[config.mk]
export PLATFORM = sky130hd
export DESIGN_NAME = i2c_xact_ctrl
export DESIGN_NICKNAME = d
export VERILOG_FILES = /design/src/rtl/i2c_xact_pkg.sv /design/src/rtl/i2c_xact_fold.sv /design/src/rtl/i2c_xact_seq.sv /design/src/rtl/i2c_xact_ctrl.sv
export SDC_FILE = /design/constraint.sdc
export NUM_CORES = 1
export LEC_CHECK = 0
export ABC_AREA = 1
export CORE_MARGIN = 3
export CORE_UTILIZATION = 45
export DETAILED_ROUTE_END_ITERATION = 10
export HOLD_SLACK_MARGIN = 0.02
export MAX_ROUTING_LAYER = met4
export PLACE_DENSITY = 0.78
export SLEW_MARGIN = 20
export SYNTH_ARGS = -nofsm -noshare
export SYNTH_HDL_FRONTEND = slang
export SYNTH_SLANG_ARGS = --single-unit
[constraint.sdc]
create_clock -name clk -period 1.6 [get_ports clk]
set_input_delay 0.24 -clock clk [delete_from_list [all_inputs] [get_ports clk]]
set_output_delay 0.24 -clock clk [all_outputs]
set_load 0.02 [all_outputs]
[src/rtl/i2c_xact_pkg.sv]
package i2c_xact_pkg;
  typedef enum logic [1:0] {
    ENG_START = 2'd0,
    ENG_STOP  = 2'd1,
    ENG_WRITE = 2'd2,
    ENG_READ  = 2'd3
  } eng_op_t;

  typedef enum logic [1:0] {
    REQ_PROBE = 2'd0,
    REQ_READ  = 2'd1,
    REQ_WRITE = 2'd2,
    REQ_ALT   = 2'd3
  } req_op_t;

  typedef enum logic [1:0] {
    STAT_OK    = 2'd0,
    STAT_NODEV = 2'd1,
    STAT_ADDR  = 2'd2
  } stat_t;

  typedef enum logic [3:0] {
    ST_IDLE, ST_START, ST_DEVW, ST_REG, ST_MIDSTOP, ST_RESTART,
    ST_DEVR, ST_RDBYTE, ST_RDPUSH, ST_WRPULL, ST_WRBYTE, ST_STOP
  } seq_state_t;
endpackage

[src/rtl/i2c_xact_fold.sv]
module i2c_xact_fold #(
  parameter int ALEN_W = 2,
  parameter int RA_W   = 24,
  parameter int MASK_W = 3
) (
  input  logic [6:0]        dev_in,
  input  logic [RA_W-1:0]   reg_addr,
  input  logic [ALEN_W-1:0] alen,
  input  logic              ovf_en,
  input  logic [MASK_W-1:0] ovf_mask,
  output logic [6:0]        dev_out
);
  localparam int SH_W = ALEN_W + 3;

  logic [SH_W-1:0] shamt;
  logic [RA_W-1:0] upper;
  logic [6:0]      mask_ext;

  assign shamt    = {alen, 3'b000};
  assign upper    = reg_addr >> shamt;
  assign mask_ext = 7'(ovf_mask);
  assign dev_out  = ovf_en ? (dev_in | (upper[6:0] & mask_ext)) : dev_in;

  logic unused_upper;
  assign unused_upper = ^upper;
endmodule

[src/rtl/i2c_xact_seq.sv]
module i2c_xact_seq
  import i2c_xact_pkg::*;
#(
  parameter int LEN_W  = 8,
  parameter int ALEN_W = 2,
  parameter int RA_W   = 24
) (
  input  logic              clk,
  input  logic              rst_n,
  input  logic              req_valid,
  output logic              req_ready,
  input  logic [1:0]        req_op,
  input  logic [6:0]        req_dev,
  input  logic [6:0]        fold_dev,
  input  logic [RA_W-1:0]   req_reg,
  input  logic [ALEN_W-1:0] req_alen,
  input  logic [LEN_W-1:0]  req_len,
  input  logic              cfg_rep_start,
  input  logic              wr_valid,
  output logic              wr_ready,
  input  logic [7:0]        wr_data,
  output logic              rd_valid,
  input  logic              rd_ready,
  output logic [7:0]        rd_data,
  output logic              eng_cmd_valid,
  input  logic              eng_cmd_ready,
  output logic [1:0]        eng_op,
  output logic [7:0]        eng_wbyte,
  output logic              eng_mack,
  input  logic              eng_done,
  input  logic              eng_nack,
  input  logic [7:0]        eng_rbyte,
  output logic              done,
  output logic [1:0]        status,
  output logic [LEN_W-1:0]  fail_cnt
);
  localparam int SH_W = ALEN_W + 3;

  seq_state_t        state_q, state_d;
  req_op_t           op_q, op_d;
  logic [6:0]        dev_q, dev_d;
  logic [RA_W-1:0]   reg_q, reg_d;
  logic [ALEN_W-1:0] alen_q, alen_d;
  logic [ALEN_W-1:0] ridx_q, ridx_d;
  logic [LEN_W-1:0]  cnt_q, cnt_d;
  logic              rep_q, rep_d;
  logic              wait_q, wait_d;
  logic [7:0]        byte_q, byte_d;
  stat_t             stat_q, stat_d;
  logic [LEN_W-1:0]  fail_q, fail_d;
  logic              done_q, done_d;

  logic              is_cmd;
  eng_op_t           cmd_op;
  logic [7:0]        cmd_byte;
  logic              cmd_mack;
  logic              fire;
  logic              accept;
  logic [RA_W-1:0]   reg_shift;
  logic [SH_W-1:0]   reg_shamt;
  seq_state_t        post_addr;

  assign reg_shamt = {ridx_q, 3'b000};
  assign reg_shift = reg_q >> reg_shamt;

  // Command decode per state
  always_comb begin
    is_cmd   = 1'b1;
    cmd_op   = ENG_START;
    cmd_byte = 8'h00;
    cmd_mack = 1'b0;
    unique case (state_q)
      ST_START, ST_RESTART: cmd_op = ENG_START;
      ST_MIDSTOP, ST_STOP:  cmd_op = ENG_STOP;
      ST_DEVW: begin cmd_op = ENG_WRITE; cmd_byte = {dev_q, 1'b0}; end
      ST_DEVR: begin cmd_op = ENG_WRITE; cmd_byte = {dev_q, 1'b1}; end
      ST_REG:  begin cmd_op = ENG_WRITE; cmd_byte = reg_shift[7:0]; end
      ST_WRBYTE: begin cmd_op = ENG_WRITE; cmd_byte = byte_q; end
      ST_RDBYTE: begin cmd_op = ENG_READ; cmd_mack = (cnt_q != LEN_W'(1)); end
      default: is_cmd = 1'b0;
    endcase
  end

  assign accept = req_valid && (state_q == ST_IDLE);
  assign fire   = wait_q && eng_done;

  // Where to go once the register address phase is over
  always_comb begin
    if (op_q == REQ_READ) post_addr = rep_q ? ST_RESTART : ST_MIDSTOP;
    else if (cnt_q == '0) post_addr = ST_STOP;
    else                  post_addr = ST_WRPULL;
  end

  always_comb begin
    state_d = state_q; op_d = op_q; dev_d = dev_q; reg_d = reg_q;
    alen_d = alen_q; ridx_d = ridx_q; cnt_d = cnt_q; rep_d = rep_q;
    wait_d = wait_q; byte_d = byte_q; stat_d = stat_q; fail_d = fail_q;
    done_d = 1'b0;

    if (is_cmd && !wait_q && eng_cmd_ready) wait_d = 1'b1;
    if (fire) wait_d = 1'b0;

    unique case (state_q)
      ST_IDLE: if (accept) begin
        op_d    = req_op_t'(req_op);
        dev_d   = (req_op == REQ_READ || req_op == REQ_WRITE) ? fold_dev : req_dev;
        reg_d   = req_reg;
        alen_d  = req_alen;
        cnt_d   = req_len;
        rep_d   = cfg_rep_start;
        stat_d  = STAT_OK;
        fail_d  = '0;
        state_d = ST_START;
      end
      ST_START: if (fire) begin
        if (op_q == REQ_READ && alen_q == '0) state_d = ST_DEVR;
        else                                  state_d = ST_DEVW;
      end
      ST_DEVW: if (fire) begin
        if (eng_nack) begin
          stat_d  = STAT_NODEV;
          state_d = ST_STOP;
        end else if (op_q != REQ_READ && op_q != REQ_WRITE) begin
          state_d = ST_STOP;
        end else if (alen_q != '0) begin
          ridx_d  = alen_q - ALEN_W'(1);
          state_d = ST_REG;
        end else begin
          state_d = post_addr;
        end
      end
      ST_REG: if (fire) begin
        if (eng_nack) begin
          stat_d  = STAT_ADDR;
          state_d = ST_STOP;
        end else if (ridx_q == '0) begin
          state_d = post_addr;
        end else begin
          ridx_d = ridx_q - ALEN_W'(1);
        end
      end
      ST_MIDSTOP: if (fire) state_d = ST_RESTART;
      ST_RESTART: if (fire) state_d = ST_DEVR;
      ST_DEVR: if (fire) state_d = (cnt_q == '0) ? ST_STOP : ST_RDBYTE;
      ST_RDBYTE: if (fire) begin
        byte_d  = eng_rbyte;
        state_d = ST_RDPUSH;
      end
      ST_RDPUSH: if (rd_ready) begin
        cnt_d   = cnt_q - LEN_W'(1);
        state_d = (cnt_q == LEN_W'(1)) ? ST_STOP : ST_RDBYTE;
      end
      ST_WRPULL: if (wr_valid) begin
        byte_d  = wr_data;
        state_d = ST_WRBYTE;
      end
      ST_WRBYTE: if (fire) begin
        if (eng_nack) fail_d = fail_q + LEN_W'(1);
        cnt_d   = cnt_q - LEN_W'(1);
        state_d = (cnt_q == LEN_W'(1)) ? ST_STOP : ST_WRPULL;
      end
      ST_STOP: if (fire) begin
        done_d  = 1'b1;
        state_d = ST_IDLE;
      end
      default: state_d = ST_IDLE;
    endcase
  end

  always_ff @(posedge clk or negedge rst_n) begin
    if (!rst_n) begin
      state_q <= ST_IDLE; op_q <= REQ_PROBE; dev_q <= '0; reg_q <= '0;
      alen_q <= '0; ridx_q <= '0; cnt_q <= '0; rep_q <= 1'b0;
      wait_q <= 1'b0; byte_q <= '0; stat_q <= STAT_OK; fail_q <= '0;
      done_q <= 1'b0;
    end else begin
      state_q <= state_d; op_q <= op_d; dev_q <= dev_d; reg_q <= reg_d;
      alen_q <= alen_d; ridx_q <= ridx_d; cnt_q <= cnt_d; rep_q <= rep_d;
      wait_q <= wait_d; byte_q <= byte_d; stat_q <= stat_d; fail_q <= fail_d;
      done_q <= done_d;
    end
  end

  assign req_ready     = (state_q == ST_IDLE);
  assign wr_ready      = (state_q == ST_WRPULL);
  assign rd_valid      = (state_q == ST_RDPUSH);
  assign rd_data       = byte_q;
  assign eng_cmd_valid = is_cmd && !wait_q;
  assign eng_op        = cmd_op;
  assign eng_wbyte     = cmd_byte;
  assign eng_mack      = cmd_mack;
  assign done          = done_q;
  assign status        = stat_q;
  assign fail_cnt      = fail_q;
endmodule

[src/rtl/i2c_xact_ctrl.sv]
module i2c_xact_ctrl #(
  parameter int LEN_W    = 8,
  parameter int ALEN_MAX = 3,
  parameter int MASK_W   = 3,
  localparam int RA_W    = 8 * ALEN_MAX,
  localparam int ALEN_W  = $clog2(ALEN_MAX + 1)
) (
  input  logic              clk,
  input  logic              rst_n,
  input  logic              req_valid,
  output logic              req_ready,
  input  logic [1:0]        req_op,
  input  logic [6:0]        req_dev,
  input  logic [RA_W-1:0]   req_reg,
  input  logic [ALEN_W-1:0] req_alen,
  input  logic [LEN_W-1:0]  req_len,
  input  logic              cfg_rep_start,
  input  logic              cfg_ovf_en,
  input  logic [MASK_W-1:0] cfg_ovf_mask,
  input  logic              wr_valid,
  output logic              wr_ready,
  input  logic [7:0]        wr_data,
  output logic              rd_valid,
  input  logic              rd_ready,
  output logic [7:0]        rd_data,
  output logic              eng_cmd_valid,
  input  logic              eng_cmd_ready,
  output logic [1:0]        eng_op,
  output logic [7:0]        eng_wbyte,
  output logic              eng_mack,
  input  logic              eng_done,
  input  logic              eng_nack,
  input  logic [7:0]        eng_rbyte,
  output logic              done,
  output logic [1:0]        status,
  output logic [LEN_W-1:0]  fail_cnt
);
  logic [6:0] fold_dev;

  i2c_xact_fold #(.ALEN_W(ALEN_W), .RA_W(RA_W), .MASK_W(MASK_W)) u_fold (
    .dev_in(req_dev), .reg_addr(req_reg), .alen(req_alen),
    .ovf_en(cfg_ovf_en), .ovf_mask(cfg_ovf_mask), .dev_out(fold_dev)
  );

  i2c_xact_seq #(.LEN_W(LEN_W), .ALEN_W(ALEN_W), .RA_W(RA_W)) u_seq (
    .clk(clk), .rst_n(rst_n),
    .req_valid(req_valid), .req_ready(req_ready), .req_op(req_op),
    .req_dev(req_dev), .fold_dev(fold_dev), .req_reg(req_reg),
    .req_alen(req_alen), .req_len(req_len), .cfg_rep_start(cfg_rep_start),
    .wr_valid(wr_valid), .wr_ready(wr_ready), .wr_data(wr_data),
    .rd_valid(rd_valid), .rd_ready(rd_ready), .rd_data(rd_data),
    .eng_cmd_valid(eng_cmd_valid), .eng_cmd_ready(eng_cmd_ready),
    .eng_op(eng_op), .eng_wbyte(eng_wbyte), .eng_mack(eng_mack),
    .eng_done(eng_done), .eng_nack(eng_nack), .eng_rbyte(eng_rbyte),
    .done(done), .status(status), .fail_cnt(fail_cnt)
  );
endmodule

**Yosys cells after proc, flatten, opt, wreduce, memory -nomap -nowiden**

Cells that the tools add are included.

- Bits in registers: 70
- Input bits: 72
- Output and inout bits: 34
- Logic and storage cells: 149

- Add/sub/neg operators: 4
- Equal/unequal tests: 39
- Shifts and indexed selects: 2
- Multiplexer cells: 60
- Bitwise operators: 2
- Reduce and logical (&&, ||, !) cells: 29

Operators by type and width:

| kind | count |
|---|---|
| $mux 4 | 20 |
| $mux 8 | 8 |
| $pmux 4 s12 | 1 |
| $pmux 8 s2 | 2 |
| $pmux 8 s4 | 1 |
| $mux 2 | 14 |
| $ne 2x1->1 const B | 13 |
| $pmux 8 s3 | 1 |
| $shr 24x5->7 | 1 |
| $shr 24x5->8 | 1 |
| $ne 2x2->1 const B | 9 |
| $eq 4x3->1 const B | 4 |
| $eq 4x4->1 const B | 4 |
| $mux 7 | 2 |
| $reduce_and 13->1 | 1 |
| $pmux 2 s3 | 2 |
| $reduce_bool 2->1 | 5 |
| $reduce_or 9->1 | 1 |
| $add 8x1->8 const B | 1 |
| $eq 4x2->1 const B | 2 |
| $eq 8x1->1 const B | 1 |
| $logic_not 8->1 | 1 |
| $ne 8x1->1 const B | 1 |
| $reduce_and 4->1 | 2 |
| 23 further kinds | 38 |

**Depth between registers and ports, before layout**

Gate-level depths: netlist (run 1).

- Depth after elaboration: 8
- Gate-level depth with buffers: 10
- Gate-level depth less buffers: 10

**Hierarchy**

A second synthesis (run 1) with hierarchy kept.

- Cell total of the unflattened synthesis: 645
- Area total of the unflattened synthesis: 4,386.7 µm²

Modules (own cells, without submodules):

| module | instances | cells each | area each (µm²) | seq. area each (µm²) |
|---|---|---|---|---|
| i2c_xact_seq | 1 | 603 | 4,206.5 | 1,751.7 |
| i2c_xact_fold | 1 | 42 | 180.2 | 0.0 |

**Worst setup path before layout (run 1)**

No wires, ideal clock.

- Path kind: flip-flop to output port
- Start point: register u_seq.state_q[2]
- End point: output eng_wbyte[4]
- Arrival: 1,511 ps
- Data required time: 1,360 ps
- Slack: -151 ps
- Stages on the path, launching flop included: 6
- Path buffers: 0
- Cells stage by stage: dfrtp_1 nor2_1 nand2_1 nor2_1 inv_1 o2111ai_1

- Cells in the longest elaborated chain, start to end: 2
- Elaborated cells on any way between the ends: 5
- Classes of those cells: 4 x eq/ne; 1 x mux

RTL lines:

| item | line | source |
|---|---|---|
| start, declared | i2c_xact_seq.sv:39 | `seq_state_t state_q, state_d;` |
| start signal, assigned | i2c_xact_seq.sv:177 | `state_q <= state_d; op_q <= op_d; dev_q <= dev_d; reg_q <= reg_d;` |
| $eq 4x4->1 (tied with other cells) | i2c_xact_seq.sv:72 | `unique case (state_q)` |
| $pmux 8 s4 * | i2c_xact_seq.sv:72 |  |
| end, declared | i2c_xact_ctrl.sv:29 | `output logic [7:0] eng_wbyte,` |

Mark *: on every way between the ends. The rest lies on a longest branch, timed or not.

**Worst setup path in the final report (run 1)**

- Start point: register u_seq.state_q[1]
- End point: output eng_wbyte[0]

The elaborated chain is that of the path after synthesis.

==> impl_metrics.tcl, run 1 <==
set metrics [dict create \
    maxCapViolCount 0 \
    multi_input_comb_area_um2 2350 \
    ys_seq_area_share_pct 42.7 \
    root_buffer "clkbuf_8" \
    vdd_drop_max_mv 1.01 \
    power.density_nw_per_um2 1850 \
    violations "setup timing" \
    slowest_stage "dfrtp_2" \
    track_usage_pct 26.8 \
    max_freq_mhz 518 \
    final_nets 850 \
    grt_use_met1_pct 34.3 \
    ys_warn_count 0 \
    drt_iter0_drc 218 \
    seqCellArea_um2 1760 \
    p_comb_share_pct 62.7 \
    io_buffers 105 \
    antenna_found_initial 0 \
    seq_power_share_pct 24.9 \
    rsz0062_at_grt "true" \
    globalplace.congestion 0.981 \
    cts_tree "yes" \
    synth_area_um2 4100 \
    top_usage_layer "met2" \
    finalSetupViolations 80 \
    tightest_slew_ns 0.381 \
    synth-edff-count 0 \
    fin_crit_sh_pct 121 \
    slowest_delay_ns 0.45 \
    fin_util_pct 75.5 \
    critical_path_arrival_ns 1.69 \
    num_vias 4547 \
    io_pins 106 \
    final_common_cell "nand2_1" \
    crit_chain "nand2_2, inv_2, nand2_2, nor2_4, buf_6, o211ai_1, o2111ai_2, buf_6" \
    gr-usage-met3_pct 4.55 \
    hold_class "primary input to asynchronous set/reset pin" \
    synth-seq-cells 70 \
    rrSetupSlack_ns -0.23 \
    gr-usage-met2_pct 42.5 \
    ys.flop_type "dfrtp_1" \
    area_growth_pct 61.9 \
    vias_per_cell 5.13 \
    whs_ns 0.435 \
    status "complete, but fails checks" \
    swShare_pct 43.8 \
    grt_overflow_total 0 \
    rows 34 \
    grt_max_degree 71 \
    ys_top_cells_by_area "dfrtp_1 (43%), nand2_1 (19%), mux2_2 (5.2%)" \
    critical_path_class "flip-flop to primary output" \
    p_sw_mw 5.39 \
    hold_viol 0 \
    syn_area_per_cell_um2 7.33 \
    clock_latency_ns 0.36 \
    slew_viol_final 0 \
    min_period_ns 1.93 \
    grt_pass1_vias 4429 \
    internal_power_mw 6.93 \
    p_total_mw 12.3 \
    initial_core_util_pct 46.6 \
    setup_tns_ns -10.93 \
    routed_wl_um 13700 \
    p_leak_nw 3.35 \
    cp-end-kind "primary output" \
    synth_top_cell_area_share_pct 42.7 \
    grt_pass1_wl_um 21000 \
    die_w_um 101 \
    cts.sinks 70 \
    synthCells 560 \
    final_cells 886 \
    dp_hpwl_um 10000 \
    die-area_um2 10300 \
    synth_cell_type_count 32 \
    synth_nets 637 \
    fin_skew_ns 0.0199 \
    htree_levels 3 \
    relSlewSlack_pct 74.6 \
    numCtsBuffers 9 \
    cts.clk_slew.worst_paths_ns 0.09 \
    worstPathMaxFanout 4 \
    drive_gt1_share_pct 31.4 \
    async_flop_share_pct 100 \
    clk_path_buf_depth 2 \
    core_um2 8810 \
    worst_slack_ns -0.332 \
    avgRoutedWirePerCell_um 15.5 \
    dp_slack_ns -0.447 \
    dp_cells 847 \
    die_h_um 101 \
    drtPass1Iterations 5 \
    yosysTopAreaCell "dfrtp_1" \
    worst_ep_required_time_ns 1.36 \
    power.share.clock_pct 12.4 \
    place_area_um2 5900 \
    critPathLaunchType "flip-flop" \
    postRouteAntennaNets 0 \
    fillers 664 \
    final_area_um2 6650 \
    final_cell_mix "nand2_1 (184), buf_4 (84), clkdlybuf4s50_1 (73)" \
    drc 0 \
    diodes 0 \
]
## layout make-up
| cell class | instances | area share [%] |
|---|---|---|
| clock buffers | 11 | 2.13 |
| clock inverters | 5 | 0.885 |
| inverters | 59 | 3.52 |
| multi-input cells | 421 | 35.4 |
| flip-flops and latches | 70 | 26.4 |
| well taps | 108 | 2.03 |
| repair buffers | 211 | 29.5 |
| repair inverters | 1 | 0.0941 |
## path summary, 6_finish.rpt
kind / startpoint / endpoint / depth (start not counted)
min in group clk: eng_cmd_ready / u_seq.wait_q / 3
max in group asynchronous: rst_n / u_seq.state_q[3] / 3
setup reg to reg: u_seq.state_q[0] / u_seq.fail_cnt[2] / 11
hold / removal: rst_n / u_seq.reg_q[18] / 3
hold reg to reg: u_seq.op_q[1] / u_seq.op_q[1] / 2
setup / recovery: u_seq.state_q[1] / eng_wbyte[0] / 8
## power groups by stage
stage	logic (mW)	registers (mW)	clock network, mW
global placement	6.32	3.00	0
CTS	6.97	3.04	1.54
floorplan	3.34	3.07	0
finish	7.73	3.07	1.52
global route	8.38	3.15	1.61
detailed placement	6.48	3.04	0
## critical path: cells and delay by family (launching register included)
family,cells,cell delay [ns]
flops,1,0.45
buf+inv,3,0.34
compound gates,2,0.32
simple gates,3,0.22
## cells in the mapped netlist (5+ instances only)
library cell and n:
a21oi_1 10, buf_2 5, dfrtp_1 70, ha_1 5, inv_1 49, inv_2 9, mux2_2 19, nand2_1 203
nand2_2 5, nand3_1 36, nor2_1 54, nor2_2 5, o211ai_1 6, o21ai_0 35, o21ai_1 7, or2_2 7
## repair_timing
item / CTS / global route
setup endpoints to repair: 92 / 86
hold buffers: 1 / 0
gates resized for setup: 136 / 81
pin swaps: 9 / 22
gates cloned: 2 / 2
buffers inserted: 12 / 7
endpoints found under the hold margin: 70 / 0
## per-layer routing
metal / vias to the layer above / wire length [um]
li1: 2228 / -
met1: 2130 / 6000
met2: 157 / 6660
met3: 32 / 666
met4: 0 / 409
met5: - / 0
## flip-flops by register name, summed over array words and instances, names as in the netlist
signal	flops
u_seq.done	1
u_seq.alen_q	2
u_seq.reg_q	24
u_seq.op_q	2
u_seq.dev_q	7
u_seq.ridx_q	2
u_seq.fail_cnt	8
u_seq.rd_data	8
u_seq.rep_q	1
u_seq.wait_q	1
u_seq.state_q	4
u_seq.cnt_q	8
u_seq.status	2
## cell families (layout without fill, tap and decap cells)
group | after synthesis | in the layout | share of synthesized area, %
simple gates | 319 | 319 | 32.2
compound gates | 70 | 70 | 9.82
flops | 70 | 70 | 42.7
buf+inv | 69 | 287 | 6.74
mux | 21 | 21 | 5.73
xor+xnor | 6 | 6 | 1.28
fa+ha+maj | 5 | 5 | 1.52
Power figures use the tool's default switching activity.
==> run 2, diff against run 1 <==
--- a/config.mk
+++ b/config.mk
@@ -6,7 +6,6 @@
 export NUM_CORES = 1
 export LEC_CHECK = 0
 export ABC_AREA = 1
-export CORE_MARGIN = 3
 export CORE_UTILIZATION = 45
 export DETAILED_ROUTE_END_ITERATION = 10
 export HOLD_SLACK_MARGIN = 0.02
==> run 2 against run 1 <==
The run still ends with setup timing left. Clock skew decreased by 0.0094 ns. Combinational power increased by 14%. Die area decreased by 7.7%. Routed wire length increased by 14%. Hold slack got worse by 0.18 ns. Sequential cell count unchanged. Count of clock-buffer cells in the layout decreased by 1. Sequential power increased by 3%. Total power increased by 7.6%. Critical path type unchanged. Largest cell class unchanged.
==> impl_metrics.tcl, run 2 (synthesized netlist as in run 1, its figures left out) <==
set metrics [dict create \
    status "complete, but fails checks" \
    violations "setup timing" \
    setup_tns_ns -13.56 \
    fillers 569 \
    num_vias 4848 \
    finalSetupViolations 82 \
    globalplace.congestion 0.903 \
    slew_viol_final 0 \
    hold_viol 0 \
    vdd_drop_max_mv 1.11 \
    final_area_um2 7030 \
    drive_gt1_share_pct 38.5 \
    reg2regPathDepth 10 \
    p_leak_nw 3.45 \
    rsz0062_at_grt "true" \
    power.density_nw_per_um2 1890 \
    cts_tree "yes" \
    grt_max_degree 51 \
    area_growth_pct 71.3 \
    cts.sinks 70 \
    die_h_um 97.5 \
    min_period_ns 1.93 \
    drtPass1Iterations 5 \
    vias_per_cell 5.40 \
    rrSetupSlack_ns -0.31 \
    diodes 0 \
    root_buffer "clkbuf_8" \
    r2r_start "u_seq.state_q[3]" \
    track_usage_pct 30.5 \
    die_w_um 97.5 \
    io_buffers 105 \
    cp-end-kind "primary output" \
    cts.clk_slew.worst_paths_ns 0.08 \
    critPathLaunch "u_seq.state_q[3]" \
    drc 0 \
    hold_class "primary input to asynchronous set/reset pin" \
    rows 34 \
    fin_skew_ns 0.0105 \
    final_cell_mix "nand2_1 (160), buf_4 (79), clkdlybuf4s50_1 (73)" \
    antenna_found_initial 0 \
    worst_ep_required_time_ns 1.36 \
    grt_pass1_wl_um 22400 \
    avgRoutedWirePerCell_um 17.4 \
    grt_pass1_vias 4719 \
    numCtsBuffers 9 \
    clk_path_buf_depth 2 \
    io_pins 106 \
    largest-register "u_seq.reg_q" \
    fin_crit_sh_pct 121 \
    rr_endpoint "u_seq.state_q[0]" \
    final_nets 862 \
    worst_slack_ns -0.330 \
    tightest_slew_ns 0.297 \
    initial_core_util_pct 46.8 \
    grt_overflow_total 0 \
    htree_levels 3 \
    place_area_um2 5900 \
    die-area_um2 9510 \
    critPathLaunchType "flip-flop" \
    critical_path_class "flip-flop to primary output" \
    drt_iter0_drc 267 \
    final_common_cell "nand2_1" \
    max_freq_mhz 518 \
    worstPathMaxFanout 5 \
    relSlewSlack_pct 80.2 \
    postRouteAntennaNets 0 \
    clock_latency_ns 0.35 \
    routed_wl_um 15600 \
    core_um2 8760 \
    critical_path_arrival_ns 1.69 \
    dp_hpwl_um 9740 \
    largest_register_ffs 24 \
    maxCapViolCount 0 \
]
[run 2: cell count changes in the layout (fill, tap and decap cells not counted), sizes merged, moves of 2 or more]
cell          previous run  this run
dlymetal6s2s             3         1
dlygate4sd2             13        15
inv                     60        58
clkinv                   2         5
buf                    120       131
[run 2: where the power goes]
group	switching [mW]	total (mW)	internal, mW
Combinational	4.65	8.82	4.17
Sequential	0.633	3.17	2.53
Clock	0.716	1.27	0.557
Total	6.00	13.3	7.26
[run 2: cell type report]
cell class	instances	area [um2]	share of cell area, %
Timing Repair Buffer	223	2180	31.0
Clock buffer	10	128	1.82
Multi-Input combinational cell	421	2540	36.2
Sequential cell	70	1760	25.0
Timing Repair inverter	1	7.51	0.107
Tap cell	108	135	1.92
Clock inverter	6	38.8	0.552
Inverter	59	244	3.47
[run 2: worst max-delay path, stage by stage (launching register included)]
cell      delay, ns
dfrtp_2        0.49
nor2_4         0.12
nand2_2        0.10
nor2_4         0.15
inv_4          0.07
o211ai_1       0.23
buf_4          0.19
[run 2: worst max-delay path by stage]
stage / end / slack (ns) / depth (start not counted)
floorplan: eng_wbyte[1] / -0.03 / 5
detailed placement: eng_wbyte[3] / -0.38 / 8
finish: eng_wbyte[1] / -0.33 / 6
global route: eng_wbyte[2] / -0.42 / 8
global placement: eng_wbyte[2] / -0.36 / 8
CTS: eng_wbyte[7] / -0.25 / 5
[run 2: timing repair]
| item | 4_1_cts | 5_1_grt |
|---|---|---|
| endpoints found under the setup margin | 94 | 84 |
| pin swaps | 20 | 35 |
| buffers inserted | 20 | 12 |
| hold buffers | 1 | 0 |
| gates resized for setup | 171 | 137 |
| hold endpoints to repair | 16 | 0 |
| cloned | 5 | 1 |
[run 2: layer usage]
| metal | vias up | part of all wire, % | track usage (%) |
|---|---|---|---|
| met5 | - | 0 | - |
| met3 | 45 | 6.2 | 4.68 |
| met1 | 2313 | 40 | 37.6 |
| met4 | 0 | 3.2 | 11.4 |
| met2 | 238 | 51 | 50.6 |
| li1 | 2252 | - | - |
[run 2: per-stage QoR]
stage	utilization, %	hold slack (ns)	std cells	setup WS [ns]	total power [mW]
after global placement	67.3	0.0921	846	-0.364	9.25
after CTS	74.4	0.257	886	-0.254	11.6
final	80.2	0.255	898	-0.330	13.3
after floorplan	-	-0.0556	560	-0.0259	6.40
after detailed placement	67.3	0.0932	846	-0.375	9.40
after global routing	80.2	0.268	898	-0.417	14.0
==> run 3, diff against run 2 <==
--- a/config.mk
+++ b/config.mk
@@ -8,6 +8,7 @@
 export ABC_AREA = 1
 export CORE_UTILIZATION = 45
 export DETAILED_ROUTE_END_ITERATION = 10
+export GPL_TIMING_DRIVEN = 0
 export HOLD_SLACK_MARGIN = 0.02
 export MAX_ROUTING_LAYER = met4
 export PLACE_DENSITY = 0.78
==> run 3 against run 2 <==
The run still ends with setup timing left. Combinational power shrank 5.3%. Hold slack better by 0.044 ns. Sequential cell count is the same. Routed wire length decreased by 3.9%. First-iteration DRC count is 16% higher. Register-to-register slack better by 0.09 ns. Clock skew increased by 0.0015 ns.
==> impl_metrics.tcl, run 3 (synthesized netlist as in run 1, its figures left out) <==
set metrics [dict create \
    status "complete, but fails checks" \
    violations "setup timing" \
    largest-register "u_seq.reg_q" \
    drt_iter0_drc 309 \
    area_growth_pct 67.8 \
    vias_per_cell 5.59 \
    drive_gt1_share_pct 35.0 \
    root_buffer "clkbuf_8" \
    whs_ns 0.299 \
    fillers 564 \
    p_total_mw 13.0 \
    numCtsBuffers 9 \
    cts.sinks 70 \
    die-area_um2 9510 \
    min_period_ns 2.04 \
    place_area_um2 5330 \
    power.density_nw_per_um2 1890 \
    worst_slack_ns -0.438 \
    num_vias 4791 \
    grt_pass1_wl_um 21900 \
    tightest_slew_ns 0.449 \
    setup_tns_ns -12.76 \
    grt_pass1_vias 4575 \
    fin_util_pct 78.6 \
    drtPass1Iterations 5 \
    routed_wl_um 15000 \
    hold_viol 0 \
    postRouteAntennaNets 0 \
    io_pins 106 \
    clock_latency_ns 0.35 \
    htree_levels 3 \
    final_nets 821 \
    fin_crit_sh_pct 127 \
    track_usage_pct 29.7 \
    core_um2 8760 \
    critPathLaunchType "flip-flop" \
    diodes 0 \
    relSlewSlack_pct 70.0 \
    rrSetupSlack_ns -0.22 \
    initial_core_util_pct 46.8 \
    critical_path_arrival_ns 1.80 \
    fin_skew_ns 0.0119 \
    rows 34 \
    grt_max_degree 54 \
    final_cell_mix "nand2_1 (159), clkdlybuf4s50_1 (73), dfrtp_1 (65)" \
    cp-end-kind "primary output" \
    reg2regPathDepth 11 \
    cts_tree "yes" \
    critical_path_class "flip-flop to primary output" \
    drc 0 \
    p_leak_nw 3.41 \
    final_area_um2 6890 \
    vdd_drop_max_mv 1.13 \
    cts.clk_slew.worst_paths_ns 0.09 \
    globalplace.congestion 0.909 \
    slew_viol_final 0 \
    worst_ep_required_time_ns 1.36 \
    largest_register_ffs 24 \
    worstPathMaxFanout 5 \
    hold_class "primary input to asynchronous set/reset pin" \
    max_freq_mhz 491 \
    rsz0062_at_grt "true" \
    dp_hpwl_um 8910 \
    io_buffers 105 \
    avgRoutedWirePerCell_um 17.5 \
    die_w_um 97.5 \
    grt_overflow_total 0 \
    finalSetupViolations 83 \
    final_common_cell "nand2_1" \
    antenna_found_initial 0 \
    clk_path_buf_depth 2 \
    die_h_um 97.5 \
    maxCapViolCount 0 \
]
-- run 3: cell types whose count changed in the layout (fill, tap and decap cells not counted), sizes merged --
cell | previous run | this run
bufinv | 0 | 1
inv | 58 | 57
bufbuf | 1 | 0
dlygate4sd2 | 15 | 10
buf | 131 | 89
dlymetal6s2s | 1 | 6
clkinvlp | 3 | 2
clkbuf | 11 | 13
clkinv | 5 | 6
-- run 3: path summary, 6_finish.rpt --
path,from,to
hold reg to reg,u_seq.reg_q[9],u_seq.reg_q[9]
max in group asynchronous,rst_n,u_seq.state_q[2]
setup reg to reg,u_seq.state_q[3],u_seq.rd_data[5]
setup / recovery,u_seq.state_q[0],eng_wbyte[6]
min in group clk,req_reg[2],u_seq.reg_q[2]
hold / removal,rst_n,u_seq.cnt_q[5]
-- run 3: cell type report --
class,count,area [um2],share of cell area (%)
Multi-Input combinational cell,421,2620,38.1
Clock buffer,9,124,1.80
Inverter,59,255,3.71
Buffer,9,131,1.91
Clock inverter,7,73.8,1.07
Tap cell,108,135,1.96
Timing Repair Buffer,174,1790,25.9
Sequential cell,70,1760,25.5
-- run 3: through the flow --
stage	worst slack (ns)	std cells
finish	-0.438	857
global route	-0.499	857
CTS	-0.418	844
detailed placement	-0.759	774
global placement	-2.07	773
floorplan	-0.0259	560
-- run 3: where the power goes --
part / internal, mW / switching (mW) / total [mW] / leakage, nW
clock: 0.726 / 0.749 / 1.47 / 0.0996
combinational: 3.74 / 4.61 / 8.35 / 2.45
sequential: 2.54 / 0.669 / 3.21 / 0.866
-- run 3: layer usage --
metal | vias up | wire, um | track usage [%]
li1 | 2166 | - | -
met4 | 0 | 376 | 9.50
met1 | 2327 | 5980 | 36.0
met3 | 41 | 1030 | 5.76
met5 | - | 0 | -
met2 | 257 | 7600 | 50.1
-- run 3: worst max-delay path, stage by stage, from the launching register on --
cell      delay [ns]
dfrtp_2         0.48
inv_4           0.11
nand2_8         0.07
nor2_4          0.12
buf_6           0.16
buf_12          0.13
nand2_1         0.05
o211ai_1        0.12
buf_4           0.19
-- run 3: what timing repair did --
item,CTS,global route
endpoints found under the hold margin,17,0
gates resized for setup,259,76
setup endpoints to repair,83,89
pin swaps,39,32
cloned,4,2
buffers inserted,50,15
hold buffers,1,0
